--- src/rtl/ldr_pkg.sv ---
package ldr_pkg;

  localparam int WORD_W     = 32;
  localparam int WORD_BYTES = WORD_W / 8;

  localparam int GRP_WORDS = 4;
  localparam int CTX_WORDS = 8;
  localparam int DAT_WORDS = 4;
  localparam int IDX_W     = $clog2(CTX_WORDS);

  localparam logic [1:0] SEL_GRP_PTR = 2'd0;
  localparam logic [1:0] SEL_DOWN_PTR = 2'd1;
  localparam logic [1:0] SEL_CMD     = 2'd2;

  localparam logic [3:0] OP_GRP = 4'd1;
  localparam logic [3:0] OP_CTX = 4'd2;
  localparam logic [3:0] OP_DAT = 4'd3;
  localparam int BURST_BIT = 4;

  localparam int GI_NEXT = 0, GI_CTRL = 1, GI_UP = 2, GI_DOWN = 3;
  localparam int CI_CTRL = 1, CI_DAT = 6, CI_BUF = 7;
  localparam int DI_NEXT = 0, DI_BUF = 1, DI_CTRL = 2, DI_AFTER = 3;

  typedef enum logic [1:0] {K_GRP, K_CTX, K_DAT} kind_e;
  typedef enum logic [1:0] {ST_IDLE, ST_READ, ST_DROP} state_e;

  function automatic logic [IDX_W-1:0] last_idx(kind_e k);
    case (k)
      K_GRP:   return IDX_W'(GRP_WORDS - 1);
      K_CTX:   return IDX_W'(CTX_WORDS - 1);
      default: return IDX_W'(DAT_WORDS - 1);
    endcase
  endfunction

  // {dis, en, intr, bol, tol, eol}
  function automatic logic [5:0] grp_flags_of(logic [WORD_W-1:0] w);
    return {w[15], w[7], w[4], w[2], w[1], w[0]};
  endfunction

  // {dis, en, store_mode, intr, eol}
  function automatic logic [4:0] ctx_flags_of(logic [WORD_W-1:0] w);
    return {w[15], w[7], w[6], w[4], w[0]};
  endfunction

endpackage

--- src/rtl/ldr_swregs.sv ---
module ldr_swregs
  import ldr_pkg::*;
#(
  parameter int ADDR_W = 32
) (
  input  logic              clk,
  input  logic              rst_n,
  input  logic              we,
  input  logic [1:0]        sel,
  input  logic [WORD_W-1:0] wdata,
  output logic [ADDR_W-1:0] grp_ptr,
  output logic [ADDR_W-1:0] down_ptr,
  output logic              down_we,
  output logic              cmd_we
);

  assign cmd_we  = we && (sel == SEL_CMD);
  assign down_we = we && (sel == SEL_DOWN_PTR);

  always_ff @(posedge clk) begin
    if (!rst_n) begin
      grp_ptr  <= '0;
      down_ptr <= '0;
    end else begin
      if (we && (sel == SEL_GRP_PTR)) grp_ptr <= wdata[ADDR_W-1:0];
      if (down_we)                    down_ptr <= wdata[ADDR_W-1:0];
    end
  end

endmodule

--- src/rtl/ldr_seq.sv ---
module ldr_seq
  import ldr_pkg::*;
#(
  parameter int ADDR_W = 32
) (
  input  logic              clk,
  input  logic              rst_n,
  input  logic              cmd_we,
  input  logic [4:0]        cmd_word,
  input  logic [ADDR_W-1:0] grp_base,
  input  logic [ADDR_W-1:0] ctx_base,
  input  logic [ADDR_W-1:0] dat_base,
  input  logic              mem_valid,
  input  logic [WORD_W-1:0] mem_data,
  output logic              busy,
  output logic              mem_req,
  output logic [ADDR_W-1:0] mem_addr,
  output logic              cap_en,
  output kind_e             cap_kind,
  output logic [IDX_W-1:0]  cap_idx,
  output logic [WORD_W-1:0] cap_data,
  output logic              load_done,
  output logic              xfer_start
);

  function automatic logic [ADDR_W-1:0] word_addr(logic [ADDR_W-1:0] b, logic [IDX_W-1:0] i);
    return b + ADDR_W'(i) * ADDR_W'(WORD_BYTES);
  endfunction

  state_e            st_q;
  kind_e             kind_q;
  logic              burst_q;
  logic [ADDR_W-1:0] base_q;
  logic [IDX_W-1:0]  idx_q;
  logic              start_q;

  logic [3:0]        op;
  logic              op_known;
  kind_e             op_kind;
  logic [ADDR_W-1:0] op_base;
  logic              word_done;
  logic              last_word;

  assign op = cmd_word[3:0];

  always_comb begin
    op_known = 1'b1;
    op_kind  = K_GRP;
    op_base  = grp_base;
    case (op)
      OP_GRP: ;
      OP_CTX: begin op_kind = K_CTX; op_base = ctx_base; end
      OP_DAT: begin op_kind = K_DAT; op_base = dat_base; end
      default: op_known = 1'b0;
    endcase
  end

  assign word_done = (st_q == ST_READ) && mem_valid;
  assign last_word = (idx_q == last_idx(kind_q));
  assign load_done = word_done && last_word;

  always_ff @(posedge clk) begin
    if (!rst_n) begin
      st_q    <= ST_IDLE;
      kind_q  <= K_GRP;
      burst_q <= 1'b0;
      base_q  <= '0;
      idx_q   <= '0;
      start_q <= 1'b0;
    end else begin
      start_q <= load_done && (kind_q == K_DAT) && burst_q;
      case (st_q)
        ST_IDLE: if (cmd_we) begin
          if (op_known) begin
            st_q    <= ST_READ;
            kind_q  <= op_kind;
            base_q  <= op_base;
            burst_q <= (op == OP_DAT) && cmd_word[BURST_BIT];
            idx_q   <= '0;
          end else begin
            st_q <= ST_DROP;
          end
        end
        ST_READ: if (word_done) begin
          if (last_word) st_q <= ST_IDLE;
          else           idx_q <= idx_q + 1'b1;
        end
        ST_DROP: st_q <= ST_IDLE;
        default: st_q <= ST_IDLE;
      endcase
    end
  end

  assign busy       = (st_q != ST_IDLE);
  assign mem_req    = (st_q == ST_READ);
  assign mem_addr   = word_addr(base_q, idx_q);
  assign cap_en     = word_done;
  assign cap_kind   = kind_q;
  assign cap_idx    = idx_q;
  assign cap_data   = mem_data;
  assign xfer_start = start_q;

  p_busy_rise_r2: assert property (@(posedge clk) disable iff (!rst_n)
    (cmd_we && !busy) |=> busy);

  p_ignore_busy_r3: assert property (@(posedge clk) disable iff (!rst_n)
    (cmd_we && busy) |=> ($stable(kind_q) && $stable(base_q)));

  p_req_hold_r10: assert property (@(posedge clk) disable iff (!rst_n)
    (mem_req && !mem_valid) |=> (mem_req && $stable(mem_addr)));

  p_drop_short_r8: assert property (@(posedge clk) disable iff (!rst_n)
    (st_q == ST_DROP) |=> !busy);

  p_start_idle_r7: assert property (@(posedge clk) disable iff (!rst_n)
    xfer_start |-> !mem_req);

  p_start_single_r7: assert property (@(posedge clk) disable iff (!rst_n)
    xfer_start |=> !xfer_start);

endmodule

--- src/rtl/ldr_store.sv ---
module ldr_store
  import ldr_pkg::*;
#(
  parameter int ADDR_W = 32
) (
  input  logic              clk,
  input  logic              rst_n,
  input  logic              cap_en,
  input  kind_e             cap_kind,
  input  logic [IDX_W-1:0]  cap_idx,
  input  logic [WORD_W-1:0] cap_data,
  input  logic              load_done,
  input  logic              down_we,
  input  logic [ADDR_W-1:0] down_ptr,
  output logic              grp_loaded,
  output logic [ADDR_W-1:0] grp_next,
  output logic [ADDR_W-1:0] grp_up,
  output logic [ADDR_W-1:0] grp_down,
  output logic [5:0]        grp_flags,
  output logic [15:0]       grp_md,
  output logic [4:0]        ctx_flags,
  output logic [15:0]       ctx_md0,
  output logic [ADDR_W-1:0] ctx_dat,
  output logic [ADDR_W-1:0] ctx_buf,
  output logic [ADDR_W-1:0] dat_next,
  output logic [ADDR_W-1:0] dat_buf,
  output logic [WORD_W-1:0] dat_ctrl,
  output logic [ADDR_W-1:0] dat_after,
  output logic [ADDR_W-1:0] ctx_base,
  output logic [ADDR_W-1:0] dat_base
);

  logic [ADDR_W-1:0] ptr;
  logic              grp_done;

  assign ptr      = cap_data[ADDR_W-1:0];
  assign grp_done = load_done && (cap_kind == K_GRP);

  always_ff @(posedge clk) begin
    if (!rst_n) begin
      grp_loaded <= 1'b0;
      grp_next   <= '0;
      grp_up     <= '0;
      grp_down   <= '0;
      grp_flags  <= '0;
      grp_md     <= '0;
      ctx_flags  <= '0;
      ctx_md0    <= '0;
      ctx_dat    <= '0;
      ctx_buf    <= '0;
      dat_next   <= '0;
      dat_buf    <= '0;
      dat_ctrl   <= '0;
      dat_after  <= '0;
    end else begin
      if (down_we)       grp_loaded <= 1'b0;
      else if (grp_done) grp_loaded <= 1'b1;
      if (cap_en) begin
        case (cap_kind)
          K_GRP: case (int'(cap_idx))
            GI_NEXT: grp_next <= ptr;
            GI_CTRL: begin
              grp_flags <= grp_flags_of(cap_data);
              grp_md    <= cap_data[31:16];
            end
            GI_UP:   grp_up   <= ptr;
            GI_DOWN: grp_down <= ptr;
            default: ;
          endcase
          K_CTX: case (int'(cap_idx))
            CI_CTRL: begin
              ctx_flags <= ctx_flags_of(cap_data);
              ctx_md0   <= cap_data[31:16];
            end
            CI_DAT:  ctx_dat <= ptr;
            CI_BUF:  ctx_buf <= ptr;
            default: ;
          endcase
          default: case (int'(cap_idx))
            DI_NEXT:  dat_next  <= ptr;
            DI_BUF:   dat_buf   <= ptr;
            DI_CTRL:  dat_ctrl  <= cap_data;
            DI_AFTER: dat_after <= ptr;
            default: ;
          endcase
        endcase
      end
    end
  end

  assign ctx_base = grp_loaded ? grp_down : down_ptr;
  assign dat_base = ctx_dat;

  p_down_clears_r9: assert property (@(posedge clk) disable iff (!rst_n)
    down_we |=> !grp_loaded);

  p_ctx_src_r5: assert property (@(posedge clk) disable iff (!rst_n)
    (grp_done && !down_we) |=> (grp_loaded && ctx_base == $past(ptr)));

endmodule

--- src/rtl/ldr_top.sv ---
module ldr_top
  import ldr_pkg::*;
#(
  parameter int ADDR_W = 32
) (
  input  logic              clk,
  input  logic              rst_n,
  input  logic              sw_we_i,
  input  logic [1:0]        sw_sel_i,
  input  logic [31:0]       sw_wdata_i,
  output logic              busy_o,
  output logic              mem_rd_req_o,
  output logic [ADDR_W-1:0] mem_rd_addr_o,
  input  logic              mem_rd_valid_i,
  input  logic [31:0]       mem_rd_data_i,
  output logic              grp_loaded_o,
  output logic [ADDR_W-1:0] grp_next_o,
  output logic [ADDR_W-1:0] grp_up_o,
  output logic [ADDR_W-1:0] grp_down_o,
  output logic [5:0]        grp_flags_o,
  output logic [15:0]       grp_md_o,
  output logic [4:0]        ctx_flags_o,
  output logic [15:0]       ctx_md0_o,
  output logic [ADDR_W-1:0] ctx_dat_ptr_o,
  output logic [ADDR_W-1:0] ctx_buf_ptr_o,
  output logic [ADDR_W-1:0] dat_next_o,
  output logic [ADDR_W-1:0] dat_buf_o,
  output logic [31:0]       dat_ctrl_o,
  output logic [ADDR_W-1:0] dat_after_o,
  output logic              xfer_start_o
);

  logic [ADDR_W-1:0] grp_ptr, down_ptr, ctx_base, dat_base;
  logic              down_we, cmd_we;
  logic              cap_en, load_done;
  kind_e             cap_kind;
  logic [IDX_W-1:0]  cap_idx;
  logic [WORD_W-1:0] cap_data;

  ldr_swregs #(.ADDR_W(ADDR_W)) u_regs (
    .clk(clk), .rst_n(rst_n), .we(sw_we_i), .sel(sw_sel_i), .wdata(sw_wdata_i),
    .grp_ptr(grp_ptr), .down_ptr(down_ptr), .down_we(down_we), .cmd_we(cmd_we)
  );

  ldr_seq #(.ADDR_W(ADDR_W)) u_seq (
    .clk(clk), .rst_n(rst_n), .cmd_we(cmd_we), .cmd_word(sw_wdata_i[4:0]),
    .grp_base(grp_ptr), .ctx_base(ctx_base), .dat_base(dat_base),
    .mem_valid(mem_rd_valid_i), .mem_data(mem_rd_data_i),
    .busy(busy_o), .mem_req(mem_rd_req_o), .mem_addr(mem_rd_addr_o),
    .cap_en(cap_en), .cap_kind(cap_kind), .cap_idx(cap_idx), .cap_data(cap_data),
    .load_done(load_done), .xfer_start(xfer_start_o)
  );

  ldr_store #(.ADDR_W(ADDR_W)) u_store (
    .clk(clk), .rst_n(rst_n), .cap_en(cap_en), .cap_kind(cap_kind),
    .cap_idx(cap_idx), .cap_data(cap_data), .load_done(load_done),
    .down_we(down_we), .down_ptr(down_ptr),
    .grp_loaded(grp_loaded_o), .grp_next(grp_next_o), .grp_up(grp_up_o),
    .grp_down(grp_down_o), .grp_flags(grp_flags_o), .grp_md(grp_md_o),
    .ctx_flags(ctx_flags_o), .ctx_md0(ctx_md0_o), .ctx_dat(ctx_dat_ptr_o),
    .ctx_buf(ctx_buf_ptr_o), .dat_next(dat_next_o), .dat_buf(dat_buf_o),
    .dat_ctrl(dat_ctrl_o), .dat_after(dat_after_o),
    .ctx_base(ctx_base), .dat_base(dat_base)
  );

endmodule

--- config.mk ---
export PLATFORM = sky130hd
export DESIGN_NAME = ldr_top
export DESIGN_NICKNAME = d
export VERILOG_FILES = /design/src/rtl/ldr_pkg.sv /design/src/rtl/ldr_swregs.sv /design/src/rtl/ldr_seq.sv /design/src/rtl/ldr_store.sv /design/src/rtl/ldr_top.sv
export SDC_FILE = /design/constraint.sdc
export NUM_CORES = 1
export LEC_CHECK = 0
export BUFFER_PORTS_ARGS = -buffer_cell sky130_fd_sc_hd__buf_2
export CELL_PAD_IN_SITES_DETAIL_PLACEMENT = 0
export CELL_PAD_IN_SITES_GLOBAL_PLACEMENT = 1
export CORE_MARGIN = 4
export CORE_UTILIZATION = 42
export DETAILED_ROUTE_END_ITERATION = 8
export PLACE_DENSITY = 0.92
export SETUP_SLACK_MARGIN = 0.4
export SYNTH_ARGS = -nofsm -noshare
export SYNTH_HDL_FRONTEND = slang
export SYNTH_SLANG_ARGS = --single-unit
--- constraint.sdc ---
create_clock -name clk -period 6.81 [get_ports clk]
set_input_delay 1.362 -clock clk [delete_from_list [all_inputs] [get_ports clk]]
set_output_delay 1.362 -clock clk [all_outputs]
set_load 0.01 [all_outputs]
==> run summary <==
Cell Area, Synth: 17800 µm²
most frequent cells in the layout: nand2_1 (852), dfxtp_1 (436), buf_2 (435)
Post-CTS Setup Bufs: 0
CTS Buf Count: 47
1st-pass router iterations: 5
setup TNS: 0 ps
first-pass GRT wire length: 91.3 mm
Avg Vias per Cell: 5.21
worst slew pin tran: 1170 ps
vias in the first global route: 15500
Final Hold Fails: 0
Final GP Congestion: 0.858
CP Buf/Inv Count: 2
core area: 41900 µm²
Clk network pwr share: 49.0%
placed cell count: 2985
post-CTS resize count: 0
H-tree Lvls: 2
Sequential Power Share: 47.1%
CTS clk-pin slew, worst paths: 60 ps
Sw Ratio: 21.7%
Leakage: 8.51 nW
Port Buf Inserts: 436
crit path kind: reg2out
type of destination of the critical path: output pin
reg2reg start: u_seq.st_q[1]
CP Max Fanout: 7
FP Rows: 75
DR WL/cell: 19.5 µm
Final Skew: 15.2 ps
cell family contributing the most delay on the critical path: simple AND/OR/NAND/NOR gates
finished layout cell area: 21700 µm²
clk sinks: 437
post-placement setup slack: 2780 ps
Comb pwr share: 4.0%
synth warn: 0
fin. max-slew vios: 0
chip height: 214 µm
drt initial violations: 1225
Async SR Flop Fraction: 0%
worst setup path start: u_seq.cap_idx[0]
total track usage: 24.9%
Hold-fix buffers, CTS: 0
Worst path slowest cell: a21oi_1
later-pin clock latency in the skew report: 570 ps
RSZ-0062 raised after global routing: no
Worst Hold Class: reg2reg
Max Cap Viol: 0
Total Nets Final: 2575
synthesis-to-layout area growth: 21.9%
final setup margin: 2210 ps
CP cell instances: ha_1, inv_1, fa_1, nand2b_1, a21oi_1, nor3b_4, nand3_2, xnor2_1, buf_2
Total Wirelength: 60.0 mm
Final ANT Viol Nets: 0
area leader, netlist: dfxtp_1
Mapped Cells: 2178
CTS tree: built
vias post-DR: 16000
Post-route DRC: 0
status: finished clean
ys flop type: dfxtp_1
FMAX: 0.217 GHz
clock root cell: clkbuf_16
Synth top area share: 49.1%
Syn Nets: 2258
Internal Power: 0.00430 W
share of layout cells above drive strength 1: 21.8%
beginning of the worst hold path: u_store.grp_up[28]
n_diodes: 0
P_sw: 0.00119 W
DPL Wire Length: 40.8 mm
total power: 0.00549 W
maximum number of pins on one net before global-route repair: 226
DIE AREA: 45800 µm²
pwr/cell area: 253 nW/µm²
initial antenna violation count: 1
commonest non-fill, non-tap cell in the layout: nand2_1
Non-Filler Instances: 3069
Avg Cell Area, Syn: 8.19 µm²
total gr overflow: 0
I/O pins: 437
worst relative slew slack: 22.3%
Critical Path RT: 5450 ps
Post-synth EDFFs: 0
Die X: 214 µm
Initial Utilization: 42.5%
Filler Cells Inserted: 4021
register area share after synthesis: 49.1%
Seq cells post-synth: 437
Post-Place Cell Area: 20100 µm²
Tmin final: 4600 ps
Worst IR Drop VDD: 0.197 mV
max incr delay on CP: 600 ps
Final setup viols: 0
Final Cycle Share: 67.5%
Synth area leaders: dfxtp_1 (49%), nand2_1 (18%), a21boi_0 (15%)
clk buf depth: 3
type of origin of the critical path: flip-flop
Cell variety after synth: 46
Worst EP arrival: 3240 ps
[flip-flops by register name, indices dropped and copies added, names as in the netlist, 32 cells and up]
register           flops
u_store.grp_next      32
u_regs.down_ptr       32
u_store.grp_down      32
u_seq.base_q          32
u_regs.grp_ptr        32
u_store.dat_ctrl      32
u_store.ctx_buf       32
u_store.dat_buf       32
u_store.dat_after     32
u_store.grp_up        32
u_store.ctx_dat       32
u_store.dat_next      32
[cell type report]
class,count,area (µm²),share of cell area (%)
Sequential cell,437,8750,40.3
Tap cell,539,674,3.10
Multi-Input combinational cell,1542,8280,38.1
Clock buffer,70,1410,6.47
Timing Repair Buffer,456,2350,10.8
Inverter,11,41.3,0.190
Clock inverter,14,230,1.06
[worst min-delay path, delay by kind of cell, from the launching register on]
family,cells,cell delay (ps)
AO/OA/AOI/OAI,1,50
flip-flops,1,310
AND/OR/NAND/NOR,1,50
[power by group through the flow]
stage | registers, W | clock network, W | logic, W
floorplan | 0.00264 | 0 | 0.000131
global placement | 0.00264 | 0 | 0.000213
detailed placement | 0.00264 | 0 | 0.000215
CTS | 0.00258 | 0.00273 | 0.000216
global route | 0.00258 | 0.00284 | 0.000234
finish | 0.00258 | 0.00269 | 0.000219
[stage by stage]
step / util (%) / hold WS [ps]
after global placement: 47.9 / 438
after floorplan: - / 431
after global routing: 51.8 / 470
after detailed placement: 47.9 / 446
after CTS: 51.8 / 454
final: 51.8 / 453
[cell usage after synthesis (2+ instances only)]
| cell | instances |
|---|---|
| a21boi_0 | 349 |
| a21boi_1 | 51 |
| a21oi_1 | 36 |
| and2_1 | 6 |
| and3_1 | 4 |
| buf_2 | 11 |
| buf_4 | 17 |
| buf_6 | 3 |
| clkbuf_1 | 156 |
| dfxtp_1 | 437 |
| ha_1 | 9 |
| inv_1 | 10 |
| mux2i_1 | 34 |
| nand2_1 | 852 |
| nand2b_1 | 2 |
| nand3_1 | 15 |
| nand3b_1 | 4 |
| nand4_1 | 5 |
| nand4b_1 | 2 |
| nor2_1 | 15 |
| nor2_4 | 4 |
| nor2b_1 | 3 |
| nor3_1 | 6 |
| nor3b_1 | 2 |
| o211ai_1 | 32 |
| o21ai_0 | 65 |
| or3_4 | 2 |
| xnor2_1 | 21 |
| xor2_1 | 8 |
[metal layers]
metal,up-vias,GRT usage (%),part of all wire [%]
li1,7730,-,-
met1,7556,32.4,43
met2,608,39.7,45
met3,109,7.41,8.8
met4,0,9.01,3.4
met5,-,0,0
[logic make-up after synthesis]
family          synth area share, %
flops                          49.1
buf+inv                        4.75
mux                            1.91
xor+xnor                       1.42
simple gates                   21.0
compound gates                 21.2
fa+ha+maj                     0.744
[path summary, 6_finish.rpt]
check	endpoint	slack [ps]	cells past startpoint
setup reg to reg	u_store.grp_up[22]	4390	5
hold reg to reg	u_store.grp_up[28]	450	2
hold / removal	u_store.grp_up[28]	450	2
setup / recovery	mem_rd_addr_o[24]	2210	9
Power figures use the tool's default switching activity.
